## src/rtl/led_blink_pkg.sv

```systemverilog
package led_blink_pkg;

  localparam int CFG_W  = 8;
  localparam int MODE_W = 3;
  localparam int PIN_W  = 3;
  localparam int PH_W   = 3;

  localparam logic [MODE_W-1:0] MODE_RELEASE = 3'b111;
  localparam logic [MODE_W-1:0] MODE_FAST    = 3'b110;
  localparam logic [MODE_W-1:0] MODE_MID     = 3'b101;
  localparam logic [MODE_W-1:0] MODE_SLOW    = 3'b100;

  typedef struct packed {
    logic              en;
    logic [MODE_W-1:0] mode;
    logic              port_b;
    logic [PIN_W-1:0]  pin;
  } led_cfg_t;

  function automatic logic mode_is_blink(input logic [MODE_W-1:0] m);
    return (m == MODE_FAST) || (m == MODE_MID) || (m == MODE_SLOW);
  endfunction

  // Phase bit k is the tick count divided by 2**k; the wave is high on the
  // even half of that division.
  function automatic logic mode_level(input logic [MODE_W-1:0] m,
                                      input logic [PH_W-1:0]   ph);
    logic lvl;
    case (m)
      MODE_RELEASE: lvl = 1'b1;
      MODE_FAST:    lvl = ~ph[0];
      MODE_MID:     lvl = ~ph[1];
      MODE_SLOW:    lvl = ~ph[2];
      default:      lvl = 1'b0;
    endcase
    return lvl;
  endfunction

endpackage

```

## src/rtl/led_cfg_reg.sv

```systemverilog
module led_cfg_reg
  import led_blink_pkg::*;
(
  input  logic             clk,
  input  logic             rst_n,
  input  logic             we,
  input  logic [CFG_W-1:0] wdata,
  output led_cfg_t         cfg,
  output logic             restart
);

  led_cfg_t wcfg;
  assign wcfg = led_cfg_t'(wdata);

  always_ff @(posedge clk or negedge rst_n) begin
    if (!rst_n) cfg <= '0;
    else if (we) cfg <= wcfg;
  end

  assign restart = we && (wcfg.mode != cfg.mode);

endmodule

```

## src/rtl/led_rate_gen.sv

```systemverilog
module led_rate_gen
  import led_blink_pkg::*;
#(
  parameter int HALF_CYCLES = 100_000_000
) (
  input  logic            clk,
  input  logic            rst_n,
  input  logic            restart,
  output logic            tick,
  output logic [PH_W-1:0] phase
);

  localparam int CNT_W = (HALF_CYCLES > 1) ? $clog2(HALF_CYCLES) : 1;
  localparam logic [CNT_W-1:0] CNT_LAST = CNT_W'(HALF_CYCLES - 1);

  logic [CNT_W-1:0] cnt;

  assign tick = (cnt == CNT_LAST);

  always_ff @(posedge clk or negedge rst_n) begin
    if (!rst_n) begin
      cnt   <= '0;
      phase <= '0;
    end else if (restart) begin
      cnt   <= '0;
      phase <= '0;
    end else if (tick) begin
      cnt   <= '0;
      phase <= phase + 1'b1;
    end else begin
      cnt <= cnt + 1'b1;
    end
  end

endmodule

```

## src/rtl/led_pin_steer.sv

```systemverilog
module led_pin_steer
  import led_blink_pkg::*;
#(
  parameter int N_PINS = 8,
  parameter int LO     = 0,
  parameter int HI     = 6
) (
  input  logic              en,
  input  logic [PIN_W-1:0]  sel,
  output logic [N_PINS-1:0] ovr
);

  for (genvar i = 0; i < N_PINS; i++) begin : g_pin
    if (i >= LO && i <= HI) begin : g_live
      assign ovr[i] = en && (sel == PIN_W'(i));
    end else begin : g_dead
      assign ovr[i] = 1'b0;
    end
  end

endmodule

```

## src/rtl/led_blink_ovr.sv

```systemverilog
module led_blink_ovr
  import led_blink_pkg::*;
#(
  parameter int HALF_CYCLES = 100_000_000,
  parameter int PA_PINS     = 8,
  parameter int PB_PINS     = 7,
  parameter int PA_LO       = 0,
  parameter int PA_HI       = 6,
  parameter int PB_LO       = 3,
  parameter int PB_HI       = 5,
  parameter bit OPEN_DRAIN  = 1'b1
) (
  input  logic               clk,
  input  logic               rst_n,
  input  logic               cfg_we,
  input  logic [CFG_W-1:0]   cfg_wdata,
  output logic [PA_PINS-1:0] pa_ovr,
  output logic [PB_PINS-1:0] pb_ovr,
  output logic               led_val,
  output logic               led_oe
);

  led_cfg_t          cfg;
  logic              restart;
  logic              tick;
  logic [PH_W-1:0]   phase;
  logic [MODE_W-1:0] cur_mode;
  logic              cur_en;

  assign cur_mode = cfg.mode;
  assign cur_en   = cfg.en;

  led_cfg_reg u_cfg (
    .clk     (clk),
    .rst_n   (rst_n),
    .we      (cfg_we),
    .wdata   (cfg_wdata),
    .cfg     (cfg),
    .restart (restart)
  );

  led_rate_gen #(.HALF_CYCLES(HALF_CYCLES)) u_rate (
    .clk     (clk),
    .rst_n   (rst_n),
    .restart (restart),
    .tick    (tick),
    .phase   (phase)
  );

  led_pin_steer #(.N_PINS(PA_PINS), .LO(PA_LO), .HI(PA_HI)) u_steer_a (
    .en  (cfg.en && !cfg.port_b),
    .sel (cfg.pin),
    .ovr (pa_ovr)
  );

  led_pin_steer #(.N_PINS(PB_PINS), .LO(PB_LO), .HI(PB_HI)) u_steer_b (
    .en  (cfg.en && cfg.port_b),
    .sel (cfg.pin),
    .ovr (pb_ovr)
  );

  assign led_val = mode_level(cfg.mode, phase);

  if (OPEN_DRAIN) begin : g_od
    assign led_oe = ~led_val;
  end else begin : g_pp
    assign led_oe = 1'b1;
  end

endmodule

```

## config.mk

```make
export PLATFORM = sky130hd
export DESIGN_NAME = led_blink_ovr
export DESIGN_NICKNAME = d
export VERILOG_FILES = /design/src/rtl/led_blink_pkg.sv /design/src/rtl/led_cfg_reg.sv /design/src/rtl/led_rate_gen.sv /design/src/rtl/led_pin_steer.sv /design/src/rtl/led_blink_ovr.sv
export SDC_FILE = /design/constraint.sdc
export NUM_CORES = 1
export LEC_CHECK = 0
export ABC_AREA = 1
export BUFFER_PORTS_ARGS = -buffer_cell sky130_fd_sc_hd__buf_4
export CAP_MARGIN = 30
export CORE_UTILIZATION = 45
export CTS_CLUSTER_SIZE = 24
export DETAILED_ROUTE_END_ITERATION = 10
export PLACE_DENSITY = 0.77
export SLEW_MARGIN = 25
export SYNTH_ARGS = -nofsm -noshare
export SYNTH_HDL_FRONTEND = slang
export SYNTH_SLANG_ARGS = --single-unit
```

## constraint.sdc

```tcl
create_clock -name clk -period 1.4 [get_ports clk]
set_input_delay 0.28 -clock clk [delete_from_list [all_inputs] [get_ports clk]]
set_output_delay 0.28 -clock clk [all_outputs]
set_load 0.005 [all_outputs]
```

# Yosys cells after proc, flatten, opt, wreduce, memory -nomap -nowiden
# Cells that the tools add are included.
[word_totals]
ff_bits = 38
[op_classes]
addsub = 2
n_eq_ne = 12
mux = 5
n_bitwise = 4
n_reduce_logical = 16
[op_table]
columns = ["operator", "count"]
rows = [
  ["two-way mux 27 bit", 2],
  ["adder 27 x 1 -> 27 bit, second input constant", 1],
  ["equality test 27 bit, second input constant", 1],
  ["equality test 3 bit, second input constant", 7],
  ["logical AND 1 bit", 13],
  ["equality test 3 x 2 -> 1 bit, second input constant", 2],
  ["two-way mux 3 bit", 2],
  ["inverter 1 bit", 4],
  ["case mux 1 bit (4 select lines)", 1],
  ["adder 3 x 1 -> 3 bit, second input constant", 1],
  ["equality test 3 x 1 -> 1 bit, second input constant", 1],
  ["logical NOT 3 bit", 1],
  ["inequality test 3 bit", 1],
  ["nonzero test 2 bit", 1],
  ["logical NOT 1 bit", 1],
]

# Logic depth before layout (Yosys ltp)
[logic_depth]
depth_word = 3
depth_mapped = 9

# By module
# Synthesis repeated with hierarchy kept, for this count alone.
[hier_totals]
cells_unflattened = 367
hier_area_um2 = 2428.6
[modules_own_cells]
columns = ["module", "instances", "cells_per_inst", "area_each_um2", "seq_area_each_um2"]
rows = [
  ["led_rate_gen", 1, 269, 1850.5, 750.7],
  ["led_cfg_reg", 1, 46, 351.6, 200.2],
  ["led_blink_ovr", 1, 18, 77.6, 0.0],
  ["led_pin_steer at u_steer_b", 1, 16, 75.1, 0.0],
  ["led_pin_steer at u_steer_a", 1, 18, 73.8, 0.0],
]

# Worst setup path after synthesis
# No wires, ideal clock.
[synth_path]
path_kind = "flip-flop to flip-flop"
startpoint = "register u_rate.cnt[0]"
endpoint = "register u_rate.cnt[21]"
setup_time_ps = 121
arrival_time_ps = 1343
required_ps = 1279
setup_slack_ps = -64
stages_incl_launch_ff = 10
path_buffers = 1
synth_period_minus_slack_ps = 1464
path_cell_list = "dfrtp_1 > ha_1 > nand2_1 > nor2_4 > nand2_4 > nor2_2 > nand2_2 > buf_6 > nand3_1 > nor2_1"
[synth_via]
elab_chain_len = 3
[synth_lines]
columns = ["item", "line", "source"]
rows = [
  ["start: declaration", "led_rate_gen.sv:16", "logic [CNT_W-1:0] cnt;"],
  ["start signal: assignment", "led_rate_gen.sv:31", "cnt <= cnt + 1'b1;"],
  ["adder 27 x 1 -> 27 bit / equality test 27 bit (equally long branches)", "led_rate_gen.sv:31, led_rate_gen.sv:18", ""],
  ["two-way mux 27 bit (*)", "led_rate_gen.sv:27", "end else if (tick) begin"],
  ["two-way mux 27 bit (*)", "led_rate_gen.sv:24", "end else if (restart) begin"],
]
# Every way passes the cells marked *; elsewhere a longest branch is shown, timed or not.
# A chain may end at the register's enable or synchronous reset.

# Worst setup path in the final report
[layout_path]
startpoint = "register u_cfg.cfg[4] (netlist name)"
endpoint = "output port led_oe"
[layout_via]
elab_chain_len = 3
[layout_lines]
columns = ["item", "line", "source"]
rows = [
  ["equality test 3 bit", "led_blink_pkg.sv:29", "case (m)"],
  ["case mux 1 bit (4 select lines) (*)", "led_blink_pkg.sv:29", ""],
  ["inverter 1 bit (*)", "led_blink_ovr.sv:65", "assign led_oe = ~led_val;"],
  ["end: declaration", "led_blink_ovr.sv:20", "output logic led_oe"],
]
# Marks and branches as above.

==> results.sh <==
export IMPL_drv_cap=0
export IMPL_drc=0
export IMPL_final_layout_size_suffix_gt1_frac=0.413
export IMPL_cp_start_kind="register"
export IMPL_crit_path_max_incr_delay_ns=0.43
export IMPL_yosys_most_used_dff="dfrtp_1"
export IMPL_hold_path_end="u_cfg.cfg[0]"
export IMPL_worst_slack_ns=-0.159
export IMPL_std_cell_rows=25
export IMPL_wire_per_inst_um=14.2
export IMPL_clockBufferDepth=2
export IMPL_grt_overflow=0
export IMPL_grt_pass1_vias=2207
export IMPL_cts_sinks=38
export IMPL_num_io_pins=28
export IMPL_dp_slack_ns=-0.0572
export IMPL_synth_area_leaders="dfrtp_1, nand2_1, nor2_1"
export IMPL_dieArea_mm2=0.00545
export IMPL_critical_path_required_ns=1.12
export IMPL_vias_per_cell=5.15
export IMPL_reg2reg_to="u_rate.cnt[10]"
export IMPL_reg2regPathDepth=7
export IMPL_hold_violations=0
export IMPL_ys_warn_count=0
export IMPL_power_leakage_nw=1.50
export IMPL_start_util=0.479
export IMPL_r2r_start="u_cfg.cfg[4]"
export IMPL_grt_usage=0.246
export IMPL_ys_seq_area_frac=0.409
export IMPL_critPathBufInv=4
export IMPL_synth_cell_types=27
export IMPL_cts_root_buf="clkbuf_8"
export IMPL_numCtsBuffers=5
export IMPL_synth_xor_area_frac=0.0490
export IMPL_synth_top_family_by_area="simple AND/OR/NAND/NOR gates"
export IMPL_postRouteWirelength_um=6730
export IMPL_drt_iter0_markers=200
export IMPL_coreArea_mm2=0.00485
export IMPL_critical_path_cell_count=6
export IMPL_synthMuxAreaShare=0.00969
export IMPL_fin_nets=419
export IMPL_grt_max_degree=39
export IMPL_insertion_delay_ns=0.29
export IMPL_die_width_um=73.9
export IMPL_ys_ff_latch=38
export IMPL_hpwlAfterDp_um=4150
export IMPL_fmax_ghz=0.641
export IMPL_synthAdderAreaFrac=0.0108
export IMPL_synthCells=335
export IMPL_critical_path_endpoint_type="output port"
export IMPL_setup_tns_ns=-2.63
export IMPL_min_from="cfg_wdata[0]"
export IMPL_cpMostUsedCell="inv_2"
export IMPL_worst_path_max_delay_cell="dfrtp_2"
export IMPL_rsz0062_at_grt="yes"
export IMPL_diodes=0
export IMPL_clk_pin_slew_ns=0.07
export IMPL_syn_area_mm2=0.00232
export IMPL_critPathTopFamily="flip-flops"
export IMPL_critical_path_class="reg2out"
export IMPL_area_growth_syn_to_layout_pct=47.9
export IMPL_io_buffer_count=22
export IMPL_powerDensity_mw_per_mm2=749
export IMPL_synthSimpleGateAreaFrac=0.398
export IMPL_synth_async_sr_flop_share=1.00
export IMPL_drv_slew=0
export IMPL_antenna_found_initial=0
export IMPL_reg2reg_slack_ns=-0.10
export IMPL_crit_chain="inv_2 -> nor2_1 -> inv_1 -> a31oi_4 -> inv_2 -> buf_6"
export IMPL_crit_fanout=4
export IMPL_gp_congestion=0.936
export IMPL_skew_ns=0.00448
export IMPL_cts_tree="built"
export IMPL_cp_data_arrival_time_ns=1.28
export IMPL_hold_class="in2reg"
export IMPL_status="finished, violations left"
export IMPL_die_y_um=73.9
export IMPL_ant_nets=0
export IMPL_synth_top_area_cell="dfrtp_1"
export IMPL_dr_pass1_iters=5
export IMPL_layout_min_cycle_time_ns=1.56
export IMPL_synth_compound_area_frac=0.0280
export IMPL_synth_top_area_share=0.409
export IMPL_setup_violations=31
export IMPL_syn_avg_cell_area_um2=6.94
export IMPL_synth_common_cells="nand2_1, nor2_1, inv_1"
export IMPL_startpoint="u_cfg.cfg[4]"
export IMPL_hold_depth=3
export IMPL_cts_htree_levels=2
export IMPL_yosysMostFrequentCell="nand2_1"
export IMPL_synth_edf_count=0
export IMPL_grt_pass1_wl_um=10000
export IMPL_dr_total_vias=2439
export IMPL_violations="setup timing"
export IMPL_min_period_over_period=1.11
export IMPL_irDropWorstVdd_uv=491
## where the power goes
part	switching [W]	internal, W
Sequential	0.0000471	0.00114
Clock	0.000386	0.000533
Combinational	0.000253	0.000215
Total	0.000686	0.00189
## what timing repair did
| item | CTS | global route |
|---|---|---|
| gates resized for setup | 36 | 71 |
| hold buffers | 1 | 0 |
| pin swaps | 8 | 19 |
| endpoints found under the setup margin | 36 | 42 |
| buffers inserted | 6 | 6 |
| hold endpoints to repair | 38 | 0 |
| cloned | 1 | 0 |
## worst max-delay path by stage
stage / slack, ns / end
after floorplan: -0.04 / u_rate.cnt[15]
after global placement: -0.06 / u_rate.cnt[15]
after detailed placement: -0.06 / u_rate.cnt[8]
after CTS: -0.12 / led_oe
after global routing: -0.24 / led_oe
final: -0.16 / led_oe
## kinds of logic (layout without fill, tap and decap cells)
logic type / Yosys count / count (layout)
other: 1 / 5
multiplexers: 2 / 2
flip-flops: 38 / 38
buffers and inverters: 50 / 117
XOR/XNOR: 13 / 13
adder cells (fa/ha/maj): 2 / 2
AO/OA/AOI/OAI: 12 / 12
AND/OR/NAND/NOR: 217 / 218
## flip-flops by register name (all words and copies together) (netlist names)
name          cells
u_rate.phase      3
u_cfg.cfg         8
u_rate.cnt       27
## per-layer routing
| metal | wire length [um] | vias up | global-route usage |
|---|---|---|---|
| li1 | - | 1171 | - |
| met1 | 2860 | 1145 | 0.315 |
| met2 | 3300 | 93 | 0.388 |
| met3 | 313 | 30 | 0.0562 |
| met4 | 257 | 0 | 0.126 |
| met5 | 0 | - | 0 |
## cell usage in the layout, fill, tap and decap left out, drive strengths merged, types with 5 or more instances in the layout
master and count:
nor2 82, dfrtp 38, inv 40, buf 67
o21ai 7, nand2 89, xnor2 6, conb 5
clkbuf 7, xor2 7, nand3 32, nor3 10
## cell type report
class / instances / area, um2
sequential: 38 / 957
fill: 317 / 1410
timing repair buffer: 68 / 554
multi-input combinational: 252 / 1580
inverter: 41 / 158
clock inverter: 1 / 30.0
clock buffer: 7 / 76.3
tap: 67 / 83.8
## worst min-delay path, stage by stage
cell     delay [ns]
buf_4          0.07
nand2_1        0.04
o21ai_0        0.06
## per-stage QoR
step	cell area, um2	hold slack, ns	total power [W]	instances	utilization
final	3440	0.198	0.00257	474	0.709
after global routing	3440	0.214	0.00269	474	0.709
after CTS	3120	0.202	0.00245	468	0.644
after detailed placement	2820	0.280	0.00149	452	0.582
after global placement	2820	0.278	0.00148	452	0.582
after floorplan	2390	-0.0156	0.00134	339	-
(Power assumes the default switching activity.)
